**src/rtl/acc4Pkg.sv**
```systemverilog
package acc4Pkg;
  // Accumulator and address widths; the operand field serves both, so they match.
  parameter int unsigned DataW = 4;
  parameter int unsigned AddrW = DataW;
  parameter int unsigned OpW   = 4;
  localparam int unsigned InstrW  = OpW + DataW;
  localparam int unsigned StatusW = DataW + 4;
  localparam int unsigned BusW    = AddrW + DataW;

  typedef enum logic [OpW-1:0] {
    OP_NOP = 4'h0, OP_LDI = 4'h1, OP_ADD = 4'h2, OP_SUB = 4'h3,
    OP_AND = 4'h4, OP_OR  = 4'h5, OP_XOR = 4'h6, OP_NOT = 4'h7,
    OP_SHL = 4'h8, OP_SHR = 4'h9, OP_JMP = 4'hA, OP_JZ  = 4'hB,
    OP_JC  = 4'hC, OP_JNZ = 4'hD, OP_IN  = 4'hE, OP_HLT = 4'hF
  } opcode_t;

  typedef struct packed {
    logic irLoad;     // capture instruction word
    logic accWe;      // write ALU result to accumulator
    logic carryWe;    // write ALU carry
    logic zeroWe;     // write zero flag from ALU result
    logic pcAdvance;  // update PC this cycle
    logic pcJump;     // with pcAdvance: load operand instead of increment
  } ctrlStrobes_t;
endpackage

```
**src/rtl/acc4Alu.sv**
```systemverilog
module acc4Alu
  import acc4Pkg::*;
#(
  parameter int unsigned W = DataW
) (
  input  opcode_t        op,
  input  logic [W-1:0]   accIn,
  input  logic [W-1:0]   operand,
  input  logic [W-1:0]   portIn,
  output logic [W-1:0]   result,
  output logic           carryOut
);
  logic [W:0] wideSum;
  logic [W:0] wideDiff;

  always_comb begin
    wideSum  = {1'b0, accIn} + {1'b0, operand};
    wideDiff = {1'b0, accIn} - {1'b0, operand};
    result   = accIn;
    carryOut = 1'b0;
    unique case (op)
      OP_LDI: result = operand;
      OP_ADD: begin result = wideSum[W-1:0];  carryOut = wideSum[W];  end
      OP_SUB: begin result = wideDiff[W-1:0]; carryOut = wideDiff[W]; end
      OP_AND: result = accIn & operand;
      OP_OR:  result = accIn | operand;
      OP_XOR: result = accIn ^ operand;
      OP_NOT: result = ~accIn;
      OP_SHL: begin result = {accIn[W-2:0], 1'b0}; carryOut = accIn[W-1]; end
      OP_SHR: begin result = {1'b0, accIn[W-1:1]}; carryOut = accIn[0];   end
      OP_IN:  result = portIn;
      default: result = accIn;
    endcase
  end
endmodule

```
**src/rtl/acc4Datapath.sv**
```systemverilog
module acc4Datapath
  import acc4Pkg::*;
(
  input  logic               clk,
  input  logic               rst,
  input  ctrlStrobes_t       ctl,
  input  logic [InstrW-1:0]  instrIn,
  input  logic [DataW-1:0]   portIn,
  output opcode_t            opcode,
  output logic [DataW-1:0]   accQ,
  output logic               carryQ,
  output logic               zeroQ,
  output logic [AddrW-1:0]   pcQ
);
  logic [InstrW-1:0] irQ;
  logic [DataW-1:0]  operand;
  logic [DataW-1:0]  aluResult;
  logic              aluCarry;

  assign opcode  = opcode_t'(irQ[InstrW-1 -: OpW]);
  assign operand = irQ[DataW-1:0];

  acc4Alu #(.W(DataW)) i_alu (
    .op(opcode), .accIn(accQ), .operand(operand), .portIn(portIn),
    .result(aluResult), .carryOut(aluCarry)
  );

  always_ff @(posedge clk) begin
    if (rst) begin
      irQ    <= '0;
      accQ   <= '0;
      carryQ <= 1'b0;
      zeroQ  <= 1'b0;
      pcQ    <= '0;
    end else begin
      if (ctl.irLoad)  irQ    <= instrIn;
      if (ctl.accWe)   accQ   <= aluResult;
      if (ctl.carryWe) carryQ <= aluCarry;
      if (ctl.zeroWe)  zeroQ  <= (aluResult == '0);
      if (ctl.pcAdvance) pcQ <= ctl.pcJump ? operand : pcQ + 1'b1;
    end
  end

  assert_ir_hold_R2: assert property (@(posedge clk) disable iff (rst)
    !ctl.irLoad |=> $stable(irQ));
  assert_pc_hold_R2: assert property (@(posedge clk) disable iff (rst)
    !ctl.pcAdvance |=> $stable(pcQ));
  assert_carry_hold_R8: assert property (@(posedge clk) disable iff (rst)
    !ctl.carryWe |=> $stable(carryQ));
  assert_zero_hold_R8: assert property (@(posedge clk) disable iff (rst)
    !ctl.zeroWe |=> $stable(zeroQ));
  assert_zero_track_R6: assert property (@(posedge clk) disable iff (rst)
    (ctl.zeroWe && ctl.accWe) |=> (zeroQ == (accQ == '0)));
endmodule

```
**src/rtl/acc4Ctrl.sv**
```systemverilog
module acc4Ctrl
  import acc4Pkg::*;
(
  input  logic          clk,
  input  logic          rst,
  input  opcode_t       opcode,
  input  logic          carryQ,
  input  logic          zeroQ,
  output ctrlStrobes_t  strobes,
  output logic          phaseQ,
  output logic          haltedQ
);
  logic fetchNow, execNow, isHlt, takeBranch, writesAcc, writesCarry;

  always_comb begin
    fetchNow    = !haltedQ && !phaseQ;
    execNow     = !haltedQ && phaseQ;
    isHlt       = (opcode == OP_HLT);
    takeBranch  = 1'b0;
    writesAcc   = 1'b0;
    writesCarry = 1'b0;
    unique case (opcode)
      OP_LDI, OP_AND, OP_OR, OP_XOR, OP_NOT, OP_IN: writesAcc = 1'b1;
      OP_ADD, OP_SUB, OP_SHL, OP_SHR: begin writesAcc = 1'b1; writesCarry = 1'b1; end
      OP_JMP: takeBranch = 1'b1;
      OP_JZ:  takeBranch = zeroQ;
      OP_JC:  takeBranch = carryQ;
      OP_JNZ: takeBranch = !zeroQ;
      default: ;
    endcase
    strobes.irLoad    = fetchNow;
    strobes.accWe     = execNow && writesAcc;
    strobes.zeroWe    = execNow && writesAcc;
    strobes.carryWe   = execNow && writesCarry;
    strobes.pcAdvance = execNow && !isHlt;
    strobes.pcJump    = takeBranch;
  end

  always_ff @(posedge clk) begin
    if (rst) begin
      phaseQ  <= 1'b0;
      haltedQ <= 1'b0;
    end else if (fetchNow) begin
      phaseQ <= 1'b1;
    end else if (execNow) begin
      if (isHlt) haltedQ <= 1'b1;
      else       phaseQ  <= 1'b0;
    end
  end

  assert_phase_toggle_R2: assert property (@(posedge clk) disable iff (rst)
    (!haltedQ && !(phaseQ && opcode == OP_HLT)) |=> (phaseQ != $past(phaseQ)));
  assert_halt_sticky_R11: assert property (@(posedge clk) disable iff (rst)
    haltedQ |=> (haltedQ && phaseQ));
  assert_halt_entry_R11: assert property (@(posedge clk) disable iff (rst)
    $rose(haltedQ) |-> $past(phaseQ));
  assert_strobe_excl_R2: assert property (@(posedge clk) disable iff (rst)
    $onehot0({strobes.irLoad, strobes.pcAdvance}));
endmodule

```
**src/rtl/acc4Cpu.sv**
```systemverilog
module acc4Cpu
  import acc4Pkg::*;
(
  input  logic                clk,
  input  logic                rst,
  input  logic [InstrW-1:0]   instrIn,
  input  logic [BusW-1:0]     bidirIn,
  output logic [StatusW-1:0]  statusOut,
  output logic [BusW-1:0]     bidirOut,
  output logic [BusW-1:0]     bidirOe
);
  ctrlStrobes_t     strobes;
  opcode_t          opcode;
  logic [DataW-1:0] accVal;
  logic [AddrW-1:0] pcVal;
  logic             carryVal, zeroVal, phaseVal, haltedVal;
  logic             unusedLowIn;

  assign unusedLowIn = ^bidirIn[AddrW-1:0];

  acc4Ctrl i_ctrl (
    .clk(clk), .rst(rst), .opcode(opcode), .carryQ(carryVal), .zeroQ(zeroVal),
    .strobes(strobes), .phaseQ(phaseVal), .haltedQ(haltedVal)
  );

  acc4Datapath i_datapath (
    .clk(clk), .rst(rst), .ctl(strobes), .instrIn(instrIn),
    .portIn(bidirIn[BusW-1:AddrW]), .opcode(opcode), .accQ(accVal),
    .carryQ(carryVal), .zeroQ(zeroVal), .pcQ(pcVal)
  );

  assign statusOut = {phaseVal, haltedVal, zeroVal, carryVal, accVal};
  assign bidirOut  = {{DataW{1'b0}}, pcVal};
  assign bidirOe   = {{DataW{1'b0}}, {AddrW{1'b1}}};

  assert_freeze_R11: assert property (@(posedge clk) disable iff (rst)
    haltedVal |=> ($stable(statusOut) && $stable(bidirOut)));
endmodule

```
**config.mk**
```make
export PLATFORM = sky130hd
export DESIGN_NAME = acc4Cpu
export DESIGN_NICKNAME = d
export VERILOG_FILES = /design/src/rtl/acc4Pkg.sv /design/src/rtl/acc4Alu.sv /design/src/rtl/acc4Datapath.sv /design/src/rtl/acc4Ctrl.sv /design/src/rtl/acc4Cpu.sv
export SDC_FILE = /design/constraint.sdc
export NUM_CORES = 1
export LEC_CHECK = 0
export BUFFER_PORTS_ARGS = -buffer_cell sky130_fd_sc_hd__buf_2
export CORE_ASPECT_RATIO = 1.2
export CORE_MARGIN = 3
export CORE_UTILIZATION = 49
export CTS_CLUSTER_SIZE = 8
export DETAILED_ROUTE_END_ITERATION = 16
export GPL_TIMING_DRIVEN = 0
export PLACE_DENSITY = 0.8
export SETUP_SLACK_MARGIN = 0.5
export SYNTH_ARGS = -nofsm -noshare
export SYNTH_HDL_FRONTEND = slang
export SYNTH_SLANG_ARGS = --single-unit
```
**constraint.sdc**
```tcl
create_clock -name clk -period 2.2 [get_ports clk]
set_input_delay 0.44 -clock clk [delete_from_list [all_inputs] [get_ports clk]]
set_output_delay 0.44 -clock clk [all_outputs]
set_load 0.05 [all_outputs]
```
Yosys cells after proc, flatten, opt, wreduce, memory -nomap -nowiden
Index checks and enable logic that the tools add are counted.
- $add $sub $neg: 3
- equality and inequality tests: 16
- reduce and logical (&&, ||, !) cells: 15
- muxes and demuxes: 9
- bitwise logic cells: 5
- operator list (operator ; count):
    4-bit case mux with 10 select lines ; 1
    4-bit equality test (second input constant) ; 8
    4-bit by 3-bit equality test with 1-bit output (second input constant) ; 4
    10-bit OR reduction ; 1
    4-bit by 2-bit equality test with 1-bit output (second input constant) ; 2
    1-bit case mux with 4 select lines ; 2
    4-bit by 4-bit adder with 5-bit output ; 1
    1-bit logical AND ; 5
    1-bit two-way mux ; 5
    4-bit by 4-bit subtractor with 5-bit output ; 1
    4-bit by 1-bit adder with 4-bit output (second input constant) ; 1
    4-bit bitwise AND ; 1
    4-bit by 1-bit equality test with 1-bit output (second input constant) ; 1
    1-bit logical NOT ; 4
    4-bit logical NOT ; 1
    4-bit two-way mux ; 1
    4-bit inverter ; 1
    4-bit OR ; 1
    4-bit OR reduction ; 1
    4-bit XOR ; 1
    3-bit AND reduction ; 1
    2-bit by 1-bit inequality test with 1-bit output (second input constant) ; 1
    2-bit AND reduction ; 1
    2-bit nonzero test ; 1
    1-bit inverter ; 1
- word-level logic and storage cells: 55
- input bits: 18
- output and inout port bits: 24
- register bits: 20

Depth between registers and ports, before layout
Gate-level depths: netlist of the first run.
- depth after elaboration: 4
- mapped depth: 10
- depth with buffers taken out: 10

Cells and area by module
A second synthesis of the first run with hierarchy kept.
- cell total of the unflattened synthesis: 241
- area, all modules: 1895.6 µm²
- by module, submodules not included (module ; instances ; sequential area each (µm²) ; cells each ; area each (µm²)):
    acc4Alu ; 1 ; 0.0 ; 120 ; 819.5
    acc4Datapath ; 1 ; 360.3 ; 77 ; 750.7
    acc4Ctrl ; 1 ; 40.0 ; 26 ; 197.7
    acc4Cpu ; 1 ; 0.0 ; 18 ; 127.6

Least setup slack after synthesis of the first run
Ideal clock, no wire load.
- path type: register to register
- start: reg i_datapath.accQ[1]
- end: reg i_datapath.zeroQ
- required time: 2.086 ns
- arrival: 2.380 ns
- cell stages (with the launch flop): 9
- slack: -0.294 ns
- path through: dfxtp_1 > inv_1 > fa_1 > mux2i_1 > xnor2_1 > or3_2 > nand3_2 > a2111oi_2 > a21o_1
- word-level cells in the longest chain between the ends: 3
- ends and longest elaborated chain (what ; RTL line ; text):
    from (decl) ; acc4Datapath.sv:10 ; output logic [DataW-1:0] accQ,
    from (signal assigned) ; acc4Datapath.sv:37 ; if (ctl.accWe) accQ <= aluResult;
    4-bit by 4-bit subtractor with 5-bit output (tied with other cells) ; acc4Alu.sv:18 ; wideDiff = {1'b0, accIn} - {1'b0, operand};
    4-bit case mux with 10 select lines * ; acc4Alu.sv:21 ; unique case (op)
    4-bit logical NOT * ; acc4Datapath.sv:39 ; if (ctl.zeroWe) zeroQ <= (aluResult == '0);
    to (signal assigned) ; acc4Datapath.sv:39 ;
    to (decl) ; acc4Datapath.sv:12 ; output logic zeroQ,
Every way passes the cells marked *; elsewhere a longest branch is shown, timed or not.
A chain may end at the register's enable or synchronous reset.

Worst setup path after layout of the first run
- start: reg i_datapath.accQ[0]
- end: reg i_datapath.zeroQ
The elaborated chain is that of the path after synthesis.

==> results_dict.tcl, run 1 <==
set metrics [dict create \
    outcome "finished, final reports clean" \
    clk_latency_ns 0.26 \
    clock.fmax_mhz 457.3 \
    netlist.area_leader.share_pct 21.07 \
    clk_pin_slew_worst_paths_ns 0.08 \
    initial_core_util_pct 51.46 \
    period_share_pct 99.40 \
    io_buffers 25 \
    fin_total_pwr_mw 1.193 \
    worst_ir_drop_vdd_mv 0.4195 \
    skew_ns 0.009169 \
    setup_viol 0 \
    grt_max_degree 12 \
    min_period_ns 2.187 \
    timing.hold.ws_ns 0.4044 \
    cp-start-kind "flop" \
    dpl_cell_area_um2 2182 \
    gr-total-overflow 0 \
    grt_first_pass_wirelength_um 8300 \
    dr.pass1.iters 4 \
    ys_ff_latch 20 \
    yosysTopAreaCell "dfxtp_1" \
    diodes 0 \
    synth_cells 241 \
    ys.flop_type "dfxtp_1" \
    rows 24 \
    arrival_ns 2.39 \
    path_max_fanout 2 \
    synthDistinctLibCells 57 \
    wl_um 5310 \
    synth_edf_count 0 \
    maxCapViolations 0 \
    synthTopCellsByCount "21 x nor2_1, 20 x dfxtp_1, 18 x buf_4" \
    seq_area_frac_synth_pct 21.07 \
    worst_slack_ns 0.01322 \
    cts.sink_count 20 \
    p_leak_nw 1.031 \
    drive_above_1_share_pct 38.85 \
    dp.cells 328 \
    cts_buffer_depth 2 \
    avgSynthCellArea_um2 7.886 \
    powerDensity_nw_per_um2 473.8 \
    antenna_found_initial 0 \
    htreeDepth 1 \
    rsz0062_at_grt "yes" \
    grt_pass1_vias 1748 \
    hp-class "primary input to flop" \
    drt_iter0_drc 168 \
    cts_tree "done" \
    routedWlPerCell_um 15.26 \
    vias_per_cell 5.333 \
    finalNonFillerCells 348 \
    area_delta_synth_final_pct 32.52 \
    yosysMostFrequentCell "nor2_1" \
    globalplace.congestion 0.9779 \
    max_slew.worst_pin.slew_ns 0.5181 \
    dpl.hpwl_um 3772 \
    cts_buffers 3 \
    stdcell_area_um2 2519 \
    pre_cts_slack_ns -0.09892 \
    hold_violations 0 \
    dieHeight_um 74.23 \
    netlist_area_um2 1901 \
    async_flop_share_pct 0 \
    vias 1856 \
    end_kind "flop" \
    maxSlewHeadroom_pct 65.46 \
    io_pins 42 \
    die_area_um2 4665 \
    die_width_um 62.86 \
    drc 0 \
    grt_use_total_pct 22.67 \
    finalMaxSlewViolations 0 \
    ys_warn_count 0 \
    final_core_util_pct 68.19 \
    layout.nets 330 \
    critPathKind "flop to flop" \
    fin_tns_setup_ns 0 \
    synth_area_leaders "dfxtp_1 21%, ha_1 8.6%, buf_4 7.1%" \
    drtAntennaViolNets 0 \
    holdBufCountCts 0 \
    fp.coreArea_um2 3694 \
    required_ns 2.40 \
    root_buffer "clkbuf_8" \
]
-- state kept, by name (all words and copies together) (netlist names) --
signal,count
i_ctrl.haltedQ,1
i_ctrl.phaseQ,1
i_datapath.accQ,4
i_datapath.carryQ,1
i_datapath.irQ,8
i_datapath.pcQ,4
i_datapath.zeroQ,1
-- what timing repair did --
item / 4_1_cts / 5_1_grt
resized for setup: 15 / 28
setup buffers: 8 / 8
pin swaps: 8 / 11
setup endpoints to repair: 10 / 11
-- cells by family after synthesis --
family / Yosys count / share of synthesized area, %
simple gates: 80 / 22.71
compound gates: 64 / 23.83
buf+inv: 46 / 14.15
flops: 20 / 21.07
fa+ha+maj: 15 / 10.67
mux: 10 / 5.333
xor+xnor: 4 / 1.844
other cells: 2 / 0.3951
-- layer usage --
metal	track usage, %	share of wire [%]	routed length (um)	vias up
met3	2.719	6.2	330	6
met2	40.64	51	2713	65
li1	-	-	-	931
met5	0	0	0	-
met1	26.95	41	2187	854
met4	11.76	1.5	79	0
-- power by group --
group          leakage, nW  switching (mW)  internal [mW]
Clock               0.0231           0.127          0.124
Combinational        0.838           0.312          0.212
Sequential           0.170          0.0327          0.385
-- final timing paths --
path / slack [ns] / depth (start not counted) / to / from
max reg2reg: 0.01 / 9 / i_datapath.zeroQ$_SDFFE_PP0P_ / i_datapath.accQ[0]$_SDFFE_PP0P_
max: 0.01 / 9 / i_datapath.zeroQ$_SDFFE_PP0P_ / i_datapath.accQ[0]$_SDFFE_PP0P_
min reg2reg: 0.51 / 2 / i_datapath.irQ[3]$_SDFFE_PP0P_ / i_datapath.irQ[3]$_SDFFE_PP0P_
min: 0.40 / 3 / i_datapath.irQ[2]$_SDFFE_PP0P_ / instrIn[2]
-- final cells by class --
cell class / count / area (um^2)
buffer: 31 / 226.5
clock buffer: 3 / 41.29
clock inverter: 1 / 3.754
fill: 320 / 1175
inverter: 15 / 58.81
multi-input combinational: 185 / 1428
sequential: 20 / 431.7
tap: 52 / 65.06
timing repair buffer: 41 / 264.0
-- worst max-delay path, stage by stage, from the launching register on --
cell and delay (ns):
dfxtp_4 0.36, inv_4 0.06, ha_4 0.13, inv_2 0.04, fa_2 0.44, mux2_4 0.29
a31oi_4 0.20, o2111ai_4 0.15, a2111oi_4 0.29, a21o_1 0.17
-- cell usage in the layout (no fill, tap or decap), types with 7 or more instances in the layout --
cell      n
a21oi_1  16
buf_2    28
buf_4    31
buf_6     8
conb_1   12
dfxtp_1   9
dfxtp_4   7
ha_1     10
inv_1    10
mux2i_1   7
nand2_1  17
nor2_1   19
o21ai_0  14
Power figures use the tool's default switching activity.
==> inputs of run 2 (changes only) <==
CORE_UTILIZATION = 52   (was 49)
MAX_ROUTING_LAYER = met4   (was not set)
PLACE_DENSITY = 0.81   (was 0.8)
clock period = 2.55 ns   (was 2.2 ns; I/O delays follow)
==> results_dict.tcl, run 2 (synthesis gave the netlist of run 1 again) <==
set metrics [dict create \
    io_buffers 25 \
    use_met3_pct 3.203 \
    layout.nets 321 \
    finalMaxSlewViolations 0 \
    grt_pass1_vias 1601 \
    die_area_um2 4419 \
    outcome "finished, final reports clean" \
    grt_max_degree 13 \
    r2r_slack_ns 0.40 \
    timing.hold.ws_ns 0.4624 \
    max_slew.worst_pin.slew_ns 0.5583 \
    vias_per_cell 5.660 \
    worst_ir_drop_vdd_mv 0.3692 \
    required_ns 2.76 \
    holdBufCountCts 0 \
    powerDensity_nw_per_um2 468.0 \
    min_period_ns 2.150 \
    clock.fmax_mhz 465.0 \
    maxSlewHeadroom_pct 62.78 \
    p_leak_nw 0.9834 \
    finalNonFillerCells 324 \
    maxCapViolations 0 \
    clk_latency_ns 0.27 \
    worst_slack_ns 0.3996 \
    wl_um 5105 \
    root_buffer "clkbuf_8" \
    grt_use_total_pct 24.46 \
    pre_cts_slack_ns 0.2092 \
    drt_iter0_drc 114 \
    met2_usage_pct 40.12 \
    die_width_um 61.19 \
    rsz0062_at_grt "yes" \
    dp.cells 313 \
    hp-class "primary input to flop" \
    fp.coreArea_um2 3425 \
    multiInputGateArea_um2 1363 \
    cts.sink_count 20 \
    period_share_pct 84.33 \
    register_area_um2 414.1 \
    dpl.hpwl_um 3679 \
    drive_above_1_share_pct 31.71 \
    initial_core_util_pct 55.50 \
    grt.busiest_layer "met2" \
    end_kind "flop" \
    final_common_cell "buf_2" \
    grt_first_pass_wirelength_um 7886 \
    dr.pass1.iters 4 \
    diodes 0 \
    cp-start-kind "flop" \
    arrival_ns 2.36 \
    cts_buffers 3 \
    path_max_fanout 6 \
    htreeDepth 1 \
    top_regs "i_datapath.irQ (8), i_datapath.accQ (4), i_datapath.pcQ (4)" \
    gr-total-overflow 0 \
    nFillCells 293 \
    routedWlPerCell_um 15.76 \
    clk_pin_slew_worst_paths_ns 0.09 \
    skew_ns 0.01378 \
    fin_tns_setup_ns 0 \
    largest_register_ffs 8 \
    top_register "i_datapath.irQ" \
    io_pins 42 \
    critPathKind "flop to flop" \
    globalplace.congestion 0.9485 \
    setup_viol 0 \
    final_core_util_pct 68.65 \
    met1_usage_pct 31.44 \
    cts_buffer_depth 2 \
    mostFrequentLayoutCells "32 x buf_2, 23 x buf_4, 20 x nor2_1" \
    rows 23 \
    dieHeight_um 72.23 \
    hold_violations 0 \
    cts_tree "done" \
    fin_total_pwr_mw 1.100 \
    antenna_found_initial 0 \
    area_delta_synth_final_pct 23.70 \
    drc 0 \
    vias 1834 \
    stdcell_area_um2 2351 \
    drtAntennaViolNets 0 \
    dpl_cell_area_um2 2135 \
]
[run 2: cell types whose count changed in the layout (fill, tap and decap cells not counted), moves of 2 or more]
cell | before | now
buf_4 | 31 | 23
buf_6 | 8 | 4
mux2i_1 | 7 | 9
buf_2 | 28 | 32
inv_1 | 10 | 13
mux2i_4 | 2 | 0
dfxtp_1 | 9 | 15
dfxtp_4 | 7 | 3
inv_2 | 4 | 1
dfxtp_2 | 4 | 2
[run 2: layout make-up]
type / instances / share of cell area [%]
inverter: 15 / 2.501
tap: 37 / 1.969
buffer: 31 / 9.047
multi-input combinational: 185 / 57.96
sequential: 20 / 17.62
clock buffer: 3 / 1.756
timing repair buffer: 32 / 7.877
clock inverter: 1 / 1.277
[run 2: power breakdown]
part,internal [mW],switching [mW]
Combinational,0.154,0.255
Clock,0.210,0.119
Sequential,0.332,0.0301
[run 2: routing by layer]
layer / routed length (um) / share of wire [%]
met5: 0 / 0
met2: 2523 / 49
met4: 84 / 1.6
met1: 2090 / 41
met3: 406 / 8.0
[run 2: path summary, 6_finish.rpt]
| path | start | to | cells past startpoint |
|---|---|---|---|
| worst max-delay path | i_datapath.accQ[0]$_SDFFE_PP0P_ | i_datapath.zeroQ$_SDFFE_PP0P_ | 10 |
| worst min-delay path | instrIn[1] | i_datapath.irQ[1]$_SDFFE_PP0P_ | 3 |
| worst max register to register | i_datapath.accQ[0]$_SDFFE_PP0P_ | i_datapath.zeroQ$_SDFFE_PP0P_ | 10 |
| worst min register to register | i_datapath.irQ[3]$_SDFFE_PP0P_ | i_datapath.irQ[3]$_SDFFE_PP0P_ | 2 |
[run 2: repair_timing]
item                                    in CTS  in global routing
setup buffers                                5                  2
endpoints found under the setup margin       4                  6
gates cloned                                 0                  0
resized for setup                           12                  7
pin swaps                                    6                  4
[run 2: worst max-delay path, stage by stage, from the launching register on]
cell       delay [ns]
dfxtp_4          0.38
buf_6            0.13
ha_4             0.14
inv_1            0.06
fa_2             0.34
mux2i_1          0.16
xnor2_1          0.14
or3_4            0.15
nand3_2          0.09
a2111oi_4        0.34
a21o_1           0.15
